--- config.mk ---
export PLATFORM = sky130hd
export DESIGN_NAME = ea_unit
export DESIGN_NICKNAME = d
export VERILOG_FILES = /design/src/rtl/ea_pkg.sv /design/src/rtl/ea_calc.sv /design/src/rtl/ea_ctrl.sv /design/src/rtl/ea_unit.sv
export SDC_FILE = /design/constraint.sdc
export NUM_CORES = 1
export LEC_CHECK = 0
export BUFFER_PORTS_ARGS = -buffer_cell sky130_fd_sc_hd__buf_2
export CORE_MARGIN = 5
export CORE_UTILIZATION = 53
export DETAILED_ROUTE_END_ITERATION = 7
export PLACE_DENSITY = 0.85
export SLEW_MARGIN = 20
export SYNTH_ARGS = -nofsm -noshare
export SYNTH_HDL_FRONTEND = slang
export SYNTH_HIERARCHICAL = 1
export SYNTH_SLANG_ARGS = --single-unit
export TNS_END_PERCENT = 100
--- constraint.sdc ---
create_clock -name clk -period 5.3 [get_ports clk]
set_input_delay 1.06 -clock clk [delete_from_list [all_inputs] [get_ports clk]]
set_output_delay 1.06 -clock clk [all_outputs]
set_load 0.03 [all_outputs]
--- src/rtl/ea_pkg.sv ---
package ea_pkg;
  typedef enum logic [2:0] {
    AM_IMM     = 3'd0,
    AM_REG     = 3'd1,
    AM_DEFER   = 3'd2,
    AM_POSTINC = 3'd3,
    AM_PREDEC  = 3'd4,
    AM_DISP    = 3'd5,
    AM_MEMIND  = 3'd6,
    AM_BAD     = 3'd7
  } amode_e;

  typedef enum logic {
    ST_IDLE = 1'b0,
    ST_WAIT = 1'b1
  } ctl_state_e;
endpackage

--- src/rtl/ea_calc.sv ---
module ea_calc
  import ea_pkg::*;
#(
  parameter int AW = 32,
  parameter int FW = 16
) (
  input  logic [2:0]    mode,
  input  logic [1:0]    size,
  input  logic [AW-1:0] reg_val,
  input  logic [FW-1:0] field,
  output logic [AW-1:0] res,
  output logic          res_is_val,
  output logic          need_mem,
  output logic          wb_en,
  output logic [AW-1:0] wb_data,
  output logic          bad
);
  logic [AW-1:0] sext_field;
  logic [AW-1:0] step;
  logic          size_bad;

  assign sext_field = {{(AW-FW){field[FW-1]}}, field};
  assign step       = AW'(1) << size;
  assign size_bad   = (size == 2'd3);

  always_comb begin
    res        = '0;
    res_is_val = 1'b0;
    need_mem   = 1'b0;
    wb_en      = 1'b0;
    wb_data    = '0;
    bad        = 1'b0;
    unique case (amode_e'(mode))
      AM_IMM: begin
        res        = sext_field;
        res_is_val = 1'b1;
      end
      AM_REG: begin
        res        = reg_val;
        res_is_val = 1'b1;
      end
      AM_DEFER: res = reg_val;
      AM_POSTINC: begin
        if (size_bad) bad = 1'b1;
        else begin
          res     = reg_val;
          wb_en   = 1'b1;
          wb_data = reg_val + step;
        end
      end
      AM_PREDEC: begin
        if (size_bad) bad = 1'b1;
        else begin
          res     = reg_val - step;
          wb_en   = 1'b1;
          wb_data = reg_val - step;
        end
      end
      AM_DISP:   res = reg_val + sext_field;
      AM_MEMIND: need_mem = 1'b1;
      default:   bad = 1'b1;
    endcase
  end
endmodule

--- src/rtl/ea_ctrl.sv ---
module ea_ctrl
  import ea_pkg::*;
#(
  parameter int AW = 32
) (
  input  logic          clk,
  input  logic          rst_n,
  input  logic          start,
  input  logic [AW-1:0] calc_res,
  input  logic          calc_is_val,
  input  logic          calc_need_mem,
  input  logic          calc_bad,
  input  logic [AW-1:0] addr_fld,
  input  logic          mem_ready,
  input  logic [AW-1:0] mem_rdata,
  output logic          accept,
  output logic          mem_req,
  output logic [AW-1:0] mem_addr,
  output logic          done,
  output logic [AW-1:0] result,
  output logic          is_value,
  output logic          illegal
);
  ctl_state_e    state_q, state_d;
  logic          req_q, req_d;
  logic [AW-1:0] maddr_q, maddr_d;
  logic          done_q, done_d;
  logic [AW-1:0] res_q, res_d;
  logic          isv_q, isv_d;
  logic          ill_q, ill_d;
  logic          res_en;

  assign accept = start && (state_q == ST_IDLE);

  always_comb begin
    state_d = state_q;
    req_d   = req_q;
    maddr_d = maddr_q;
    done_d  = 1'b0;
    res_d   = res_q;
    isv_d   = isv_q;
    ill_d   = 1'b0;
    res_en  = 1'b0;
    if (state_q == ST_IDLE) begin
      if (accept) begin
        if (calc_need_mem) begin
          state_d = ST_WAIT;
          req_d   = 1'b1;
          maddr_d = addr_fld;
        end else begin
          done_d = 1'b1;
          res_en = 1'b1;
          res_d  = calc_bad ? '0 : calc_res;
          isv_d  = calc_bad ? 1'b0 : calc_is_val;
          ill_d  = calc_bad;
        end
      end
    end else if (mem_ready) begin
      state_d = ST_IDLE;
      req_d   = 1'b0;
      done_d  = 1'b1;
      res_en  = 1'b1;
      res_d   = mem_rdata;
      isv_d   = 1'b0;
    end
  end

  always_ff @(posedge clk or negedge rst_n) begin
    if (!rst_n) begin
      state_q <= ST_IDLE;
      req_q   <= 1'b0;
      done_q  <= 1'b0;
      ill_q   <= 1'b0;
    end else begin
      state_q <= state_d;
      req_q   <= req_d;
      done_q  <= done_d;
      ill_q   <= ill_d;
    end
  end

  always_ff @(posedge clk or negedge rst_n) begin
    if (!rst_n) begin
      maddr_q <= '0;
      res_q   <= '0;
      isv_q   <= 1'b0;
    end else begin
      if (accept && calc_need_mem) maddr_q <= maddr_d;
      if (res_en) begin
        res_q <= res_d;
        isv_q <= isv_d;
      end
    end
  end

  assign mem_req  = req_q;
  assign mem_addr = maddr_q;
  assign done     = done_q;
  assign result   = res_q;
  assign is_value = isv_q;
  assign illegal  = ill_q;


  req_hold_chk: assert property (@(posedge clk) disable iff (!rst_n)
    (mem_req && !mem_ready) |=> (mem_req && $stable(mem_addr)));

  ind_done_chk: assert property (@(posedge clk) disable iff (!rst_n)
    (mem_req && mem_ready) |=> (done && !is_value && !mem_req));

  ill_zero_chk: assert property (@(posedge clk) disable iff (!rst_n)
    illegal |-> (done && result == '0));

  no_done_busy_chk: assert property (@(posedge clk) disable iff (!rst_n)
    (mem_req && !mem_ready) |=> !done);
endmodule

--- src/rtl/ea_unit.sv ---
module ea_unit
  import ea_pkg::*;
#(
  parameter int AW   = 32,
  parameter int NREG = 8,
  parameter int FW   = 16,
  localparam int RIW = $clog2(NREG)
) (
  input  logic           clk,
  input  logic           rst_n,
  input  logic           start,
  input  logic [2:0]     mode,
  input  logic [RIW-1:0] reg_idx,
  input  logic [FW-1:0]  imm_disp,
  input  logic [AW-1:0]  addr_fld,
  input  logic [1:0]     size,
  output logic [RIW-1:0] rf_raddr,
  input  logic [AW-1:0]  rf_rdata,
  output logic           rf_we,
  output logic [RIW-1:0] rf_waddr,
  output logic [AW-1:0]  rf_wdata,
  output logic           mem_req,
  output logic [AW-1:0]  mem_addr,
  input  logic           mem_ready,
  input  logic [AW-1:0]  mem_rdata,
  output logic           done,
  output logic [AW-1:0]  result,
  output logic           is_value,
  output logic           illegal
);
  logic [1:0]    rst_sync_q;
  logic          rst_int_n;
  logic [AW-1:0] c_res, c_wb;
  logic          c_isv, c_mem, c_wb_en, c_bad;
  logic          accept;

  always_ff @(posedge clk or negedge rst_n) begin
    if (!rst_n) rst_sync_q <= 2'b00;
    else        rst_sync_q <= {rst_sync_q[0], 1'b1};
  end
  assign rst_int_n = rst_sync_q[1];

  ea_calc #(.AW(AW), .FW(FW)) u_calc (
    .mode(mode), .size(size), .reg_val(rf_rdata), .field(imm_disp),
    .res(c_res), .res_is_val(c_isv), .need_mem(c_mem),
    .wb_en(c_wb_en), .wb_data(c_wb), .bad(c_bad)
  );

  ea_ctrl #(.AW(AW)) u_ctrl (
    .clk(clk), .rst_n(rst_int_n), .start(start),
    .calc_res(c_res), .calc_is_val(c_isv), .calc_need_mem(c_mem),
    .calc_bad(c_bad), .addr_fld(addr_fld),
    .mem_ready(mem_ready), .mem_rdata(mem_rdata),
    .accept(accept), .mem_req(mem_req), .mem_addr(mem_addr),
    .done(done), .result(result), .is_value(is_value), .illegal(illegal)
  );

  assign rf_raddr = reg_idx;
  assign rf_waddr = reg_idx;
  assign rf_we    = accept && c_wb_en && rst_int_n;
  assign rf_wdata = c_wb;


  wb_mode_chk: assert property (@(posedge clk) disable iff (!rst_int_n)
    rf_we |-> ((mode == AM_POSTINC || mode == AM_PREDEC) && size != 2'd3));

  wb_busy_chk: assert property (@(posedge clk) disable iff (!rst_int_n)
    (mem_req && !mem_ready) |-> !rf_we);
endmodule

==> impl_metrics.xml <==
<?xml version="1.0" encoding="UTF-8"?>
<metrics>
  <group name="worst_hold_path">
    <metric name="hold_path.class" unit="">reg -&gt; reg</metric>
  </group>
  <group name="clock_tree">
    <metric name="cts.root.buffer_cell" unit="">sky130_fd_sc_hd__clkbuf_16</metric>
    <metric name="postCtsSetupRepairBufs" unit="">0</metric>
    <metric name="clock_path_buffers" unit="">2</metric>
    <metric name="tritoncts" unit="">done</metric>
    <metric name="postCtsResizedCells" unit="">0</metric>
    <metric name="tritoncts_num_sinks" unit="">71</metric>
    <metric name="cts.hold.buffers_added" unit="">0</metric>
    <metric name="numCtsBuffers" unit="">9</metric>
    <metric name="htree_num_levels" unit="">3</metric>
    <metric name="worst_skew_pair.late_latency" unit="ns">0.32</metric>
    <metric name="cts.clk_slew.worst_paths" unit="ns">0.05</metric>
  </group>
  <group name="cells_and_area">
    <metric name="num_antenna_cells" unit="">0</metric>
    <metric name="finalNetCount" unit="">1233</metric>
    <metric name="area.growth.synth_to_final" unit="%">19.80</metric>
    <metric name="drive_gt1_share" unit="%">31.93</metric>
    <metric name="number_of_fillers_in_the_final_layout" unit="">1169</metric>
  </group>
  <group name="timing">
    <metric name="tightestPinTransition" unit="ns">0.9368</metric>
    <metric name="worst_relative_slew_slack" unit="%">37.55</metric>
    <metric name="finalClockSkew" unit="ns">0.005618</metric>
    <metric name="final_hold_viol_count" unit="">0</metric>
    <metric name="post-route-period-util" unit="%">95.89</metric>
    <metric name="finalSetupViolations" unit="">0</metric>
    <metric name="max_clock_freq" unit="MHz">196.8</metric>
    <metric name="totalNegativeSetupSlack" unit="ns">0</metric>
    <metric name="hold-worst-slack" unit="ns">0.3523</metric>
    <metric name="final_period_minus_worst_setup_slack" unit="ns">5.082</metric>
    <metric name="finalMaxSlewViolations" unit="">0</metric>
  </group>
  <group name="run">
    <metric name="cap_viol_max_count" unit="">0</metric>
  </group>
  <group name="grt">
    <metric name="maximum_number_of_pins_on_one_net_before_global_route_repair" unit="">70</metric>
    <metric name="overall_track_demand_over_capacity_in_global_routing" unit="%">29.50</metric>
    <metric name="first_global_vias" unit="">7357</metric>
    <metric name="number_of_antenna_violations_at_the_first_check_in_global_routing" unit="">0</metric>
    <metric name="grt_pass1_wl" unit="microns">38780</metric>
    <metric name="grt_overflow_total" unit="">0</metric>
  </group>
  <group name="synth">
    <metric name="synth.avg_cell_area" unit="sq um">8.292</metric>
    <metric name="yosys.area.top_type_share" unit="%">24.43</metric>
    <metric name="yosys-top-cells-area" unit="">sky130_fd_sc_hd__dfrtp_1 24%, sky130_fd_sc_hd__mux2_2 9.8%, sky130_fd_sc_hd__ha_1 6.9%, sky130_fd_sc_hd__o21ai_0 5.3%, sky130_fd_sc_hd__a21oi_1 4.7%</metric>
    <metric name="post_synth_num_cell_types" unit="">77</metric>
    <metric name="ys_async_sr_fraction" unit="%">100.0</metric>
    <metric name="post-synth-top-count-cell" unit="">sky130_fd_sc_hd__o21ai_0</metric>
    <metric name="post_synth_instance_area" unit="sq um">7272</metric>
    <metric name="synth_largest_area_cell" unit="">sky130_fd_sc_hd__dfrtp_1</metric>
    <metric name="synth_fp_nets" unit="">1044</metric>
    <metric name="dominantRegCellSynth" unit="">sky130_fd_sc_hd__dfrtp_1</metric>
    <metric name="synth.top_cells.by_count" unit="">77 x sky130_fd_sc_hd__o21ai_0, 71 x sky130_fd_sc_hd__dfrtp_1, 69 x sky130_fd_sc_hd__a21oi_1</metric>
    <metric name="yosys_warnings" unit="">6</metric>
    <metric name="synth_edf_count" unit="">0</metric>
    <metric name="synth_seq_cells" unit="">71</metric>
    <metric name="post_synth_inst_count" unit="">877</metric>
    <metric name="yosysSeqAreaShare" unit="%">24.43</metric>
  </group>
  <group name="worst_setup_path">
    <metric name="critPathCaptureType" unit="">output pin</metric>
    <metric name="worst-setup-path-type" unit="">in -&gt; out</metric>
    <metric name="startpoint_type" unit="">input port</metric>
    <metric name="cp.required" unit="ns">4.24</metric>
    <metric name="cp_max_fo" unit="">5</metric>
    <metric name="data_arrival_time_of_the_worst_path" unit="ns">4.02</metric>
  </group>
  <group name="die">
    <metric name="die-width" unit="microns">127.1</metric>
    <metric name="core.rowCount" unit="">42</metric>
    <metric name="design.core.area" unit="sq um">13350</metric>
    <metric name="die-area" unit="sq um">16160</metric>
    <metric name="chipHeight" unit="microns">127.1</metric>
    <metric name="io-pin-count" unit="">231</metric>
    <metric name="start_util" unit="%">54.48</metric>
  </group>
  <group name="detailed_routing">
    <metric name="drt_pass1_iterations" unit="">5</metric>
    <metric name="drc_errors" unit="">0</metric>
    <metric name="routed_via_density" unit="">6.326</metric>
    <metric name="detailedRoute.firstIterationViolations" unit="">904</metric>
    <metric name="route.vias.total" unit="">7888</metric>
    <metric name="finalWirelength" unit="microns">25080</metric>
    <metric name="detail_route.wl_per_cell" unit="microns">20.11</metric>
    <metric name="final_antenna_net_count" unit="">0</metric>
  </group>
  <group name="pwr">
    <metric name="static-leakage-power" unit="nW">4.125</metric>
    <metric name="power_density" unit="nW/um^2">272.2</metric>
    <metric name="max-vdd-ir-drop" unit="uV">174.5</metric>
    <metric name="power" unit="mW">2.371</metric>
  </group>
  <group name="placement">
    <metric name="place.detailed.hpwl" unit="microns">19150</metric>
    <metric name="rd_place_congestion" unit="">0.9446</metric>
    <metric name="placement.io_buffers" unit="">221</metric>
  </group>
  <group name="run_status">
    <metric name="run_status" unit="">finished, final reports clean</metric>
  </group>
</metrics>
[worst max-delay path, cell delays in order]
cell,delay (ns)
sky130_fd_sc_hd__buf_2,0.12
sky130_fd_sc_hd__nor2_2,0.16
sky130_fd_sc_hd__ha_1,0.19
sky130_fd_sc_hd__fa_1,0.26
sky130_fd_sc_hd__nor2b_1,0.06
sky130_fd_sc_hd__o21ai_0,0.16
sky130_fd_sc_hd__buf_4,0.16
sky130_fd_sc_hd__or4b_1,0.49
sky130_fd_sc_hd__or4_4,0.47
sky130_fd_sc_hd__or4_4,0.45
sky130_fd_sc_hd__o21ai_2,0.07
sky130_fd_sc_hd__nor2_1,0.05
sky130_fd_sc_hd__a21oi_1,0.11
sky130_fd_sc_hd__buf_2,0.21
[routing by layer]
metal	share of wire (%)	wire, microns	global-route usage [%]	vias up
met2	48	11930	49.07	463
met5	0	0	0	-
met3	9.9	2494	4.591	42
met1	40	10140	39.86	3690
met4	2.0	510	8.644	0
li1	-	-	-	3693
[report_power, final]
group | internal [mW] | switching (mW)
clock | 0.329 | 0.205
sequential | 0.665 | 0.0610
combinational | 0.401 | 0.711
[state kept, by name, indices dropped and copies added (netlist names)]
register and flops:
u_ctrl/result 32, u_ctrl/done 1, u_ctrl/state_q 1, rst_sync_q 2, u_ctrl/mem_addr 32, u_ctrl/illegal 1
u_ctrl/is_value 1, u_ctrl/mem_req 1
[logic make-up (layout without fill, tap and decap cells)]
family                   count (synthesis)  count (layout)  share of synthesized area, %
AO/OA/AOI/OAI                          321             321                         29.25
AND/OR/NAND/NOR                        245             245                         17.33
buffers and inverters                   92             286                         6.280
flip-flops                              71              71                         24.43
multiplexers                            70              70                         10.86
adder cells (fa/ha/maj)                 43              43                         7.708
XOR/XNOR                                34              34                         4.095
other                                    1               1                       0.05157
[per-stage QoR]
| stage | instance area [sq um] | instances | util [%] | setup slack, ns |
|---|---|---|---|---|
| after global routing | 8712 | 1247 | 65.27 | -0.003336 |
| after floorplan | 7272 | 877 | - | 0.3185 |
| final | 8712 | 1247 | 65.27 | 0.2178 |
| after CTS | 8682 | 1246 | 65.05 | 0.2215 |
| after global placement | 8413 | 1230 | 63.03 | 0.2663 |
| after detailed placement | 8413 | 1230 | 63.03 | 0.2562 |
[layout make-up]
class / count / area [sq um] / share of cell area, %
Inverter: 26 / 97.59 / 1.120
Tap cell: 176 / 220.2 / 2.528
Clock inverter: 3 / 18.77 / 0.2154
Clock buffer: 13 / 250.2 / 2.872
Timing Repair Buffer: 244 / 1299 / 14.91
Multi-Input combinational cell: 714 / 5049 / 57.95
Sequential cell: 71 / 1778 / 20.41
[cell usage in the layout (no fill, tap or decap), types with 17 or more instances in the layout]
cell,n
sky130_fd_sc_hd__ha_1,40
sky130_fd_sc_hd__xor2_1,22
sky130_fd_sc_hd__buf_2,221
sky130_fd_sc_hd__nor2_1,61
sky130_fd_sc_hd__buf_4,22
sky130_fd_sc_hd__a21oi_1,69
sky130_fd_sc_hd__nand3_1,17
sky130_fd_sc_hd__o211ai_1,19
sky130_fd_sc_hd__mux2_2,63
sky130_fd_sc_hd__a22o_1,32
sky130_fd_sc_hd__o21ai_0,76
sky130_fd_sc_hd__a31oi_1,20
sky130_fd_sc_hd__inv_1,25
sky130_fd_sc_hd__dfrtp_1,70
sky130_fd_sc_hd__nor3_1,19
sky130_fd_sc_hd__nand2_1,56
[path summary, 6_finish.rpt]
path	from	endpoint	slack, ns	cells past startpoint
setup / recovery	size[1]	rf_wdata[20]	0.22	14
hold / removal	rst_sync_q[0]$_DFF_PN0_	rst_sync_q[1]$_DFF_PN0_	0.35	0
setup reg to reg	u_ctrl/state_q$_DFF_PN0_	u_ctrl/result[25]$_DFFE_PN0P_	3.29	5
hold reg to reg	rst_sync_q[0]$_DFF_PN0_	rst_sync_q[1]$_DFF_PN0_	0.35	0
max in group asynchronous	rst_sync_q[1]$_DFF_PN0_	u_ctrl/mem_addr[4]$_DFFE_PN0P_	4.26	1
min in group asynchronous	rst_sync_q[1]$_DFF_PN0_	u_ctrl/result[16]$_DFFE_PN0P_	0.51	1
Power figures use the tool's default switching activity.
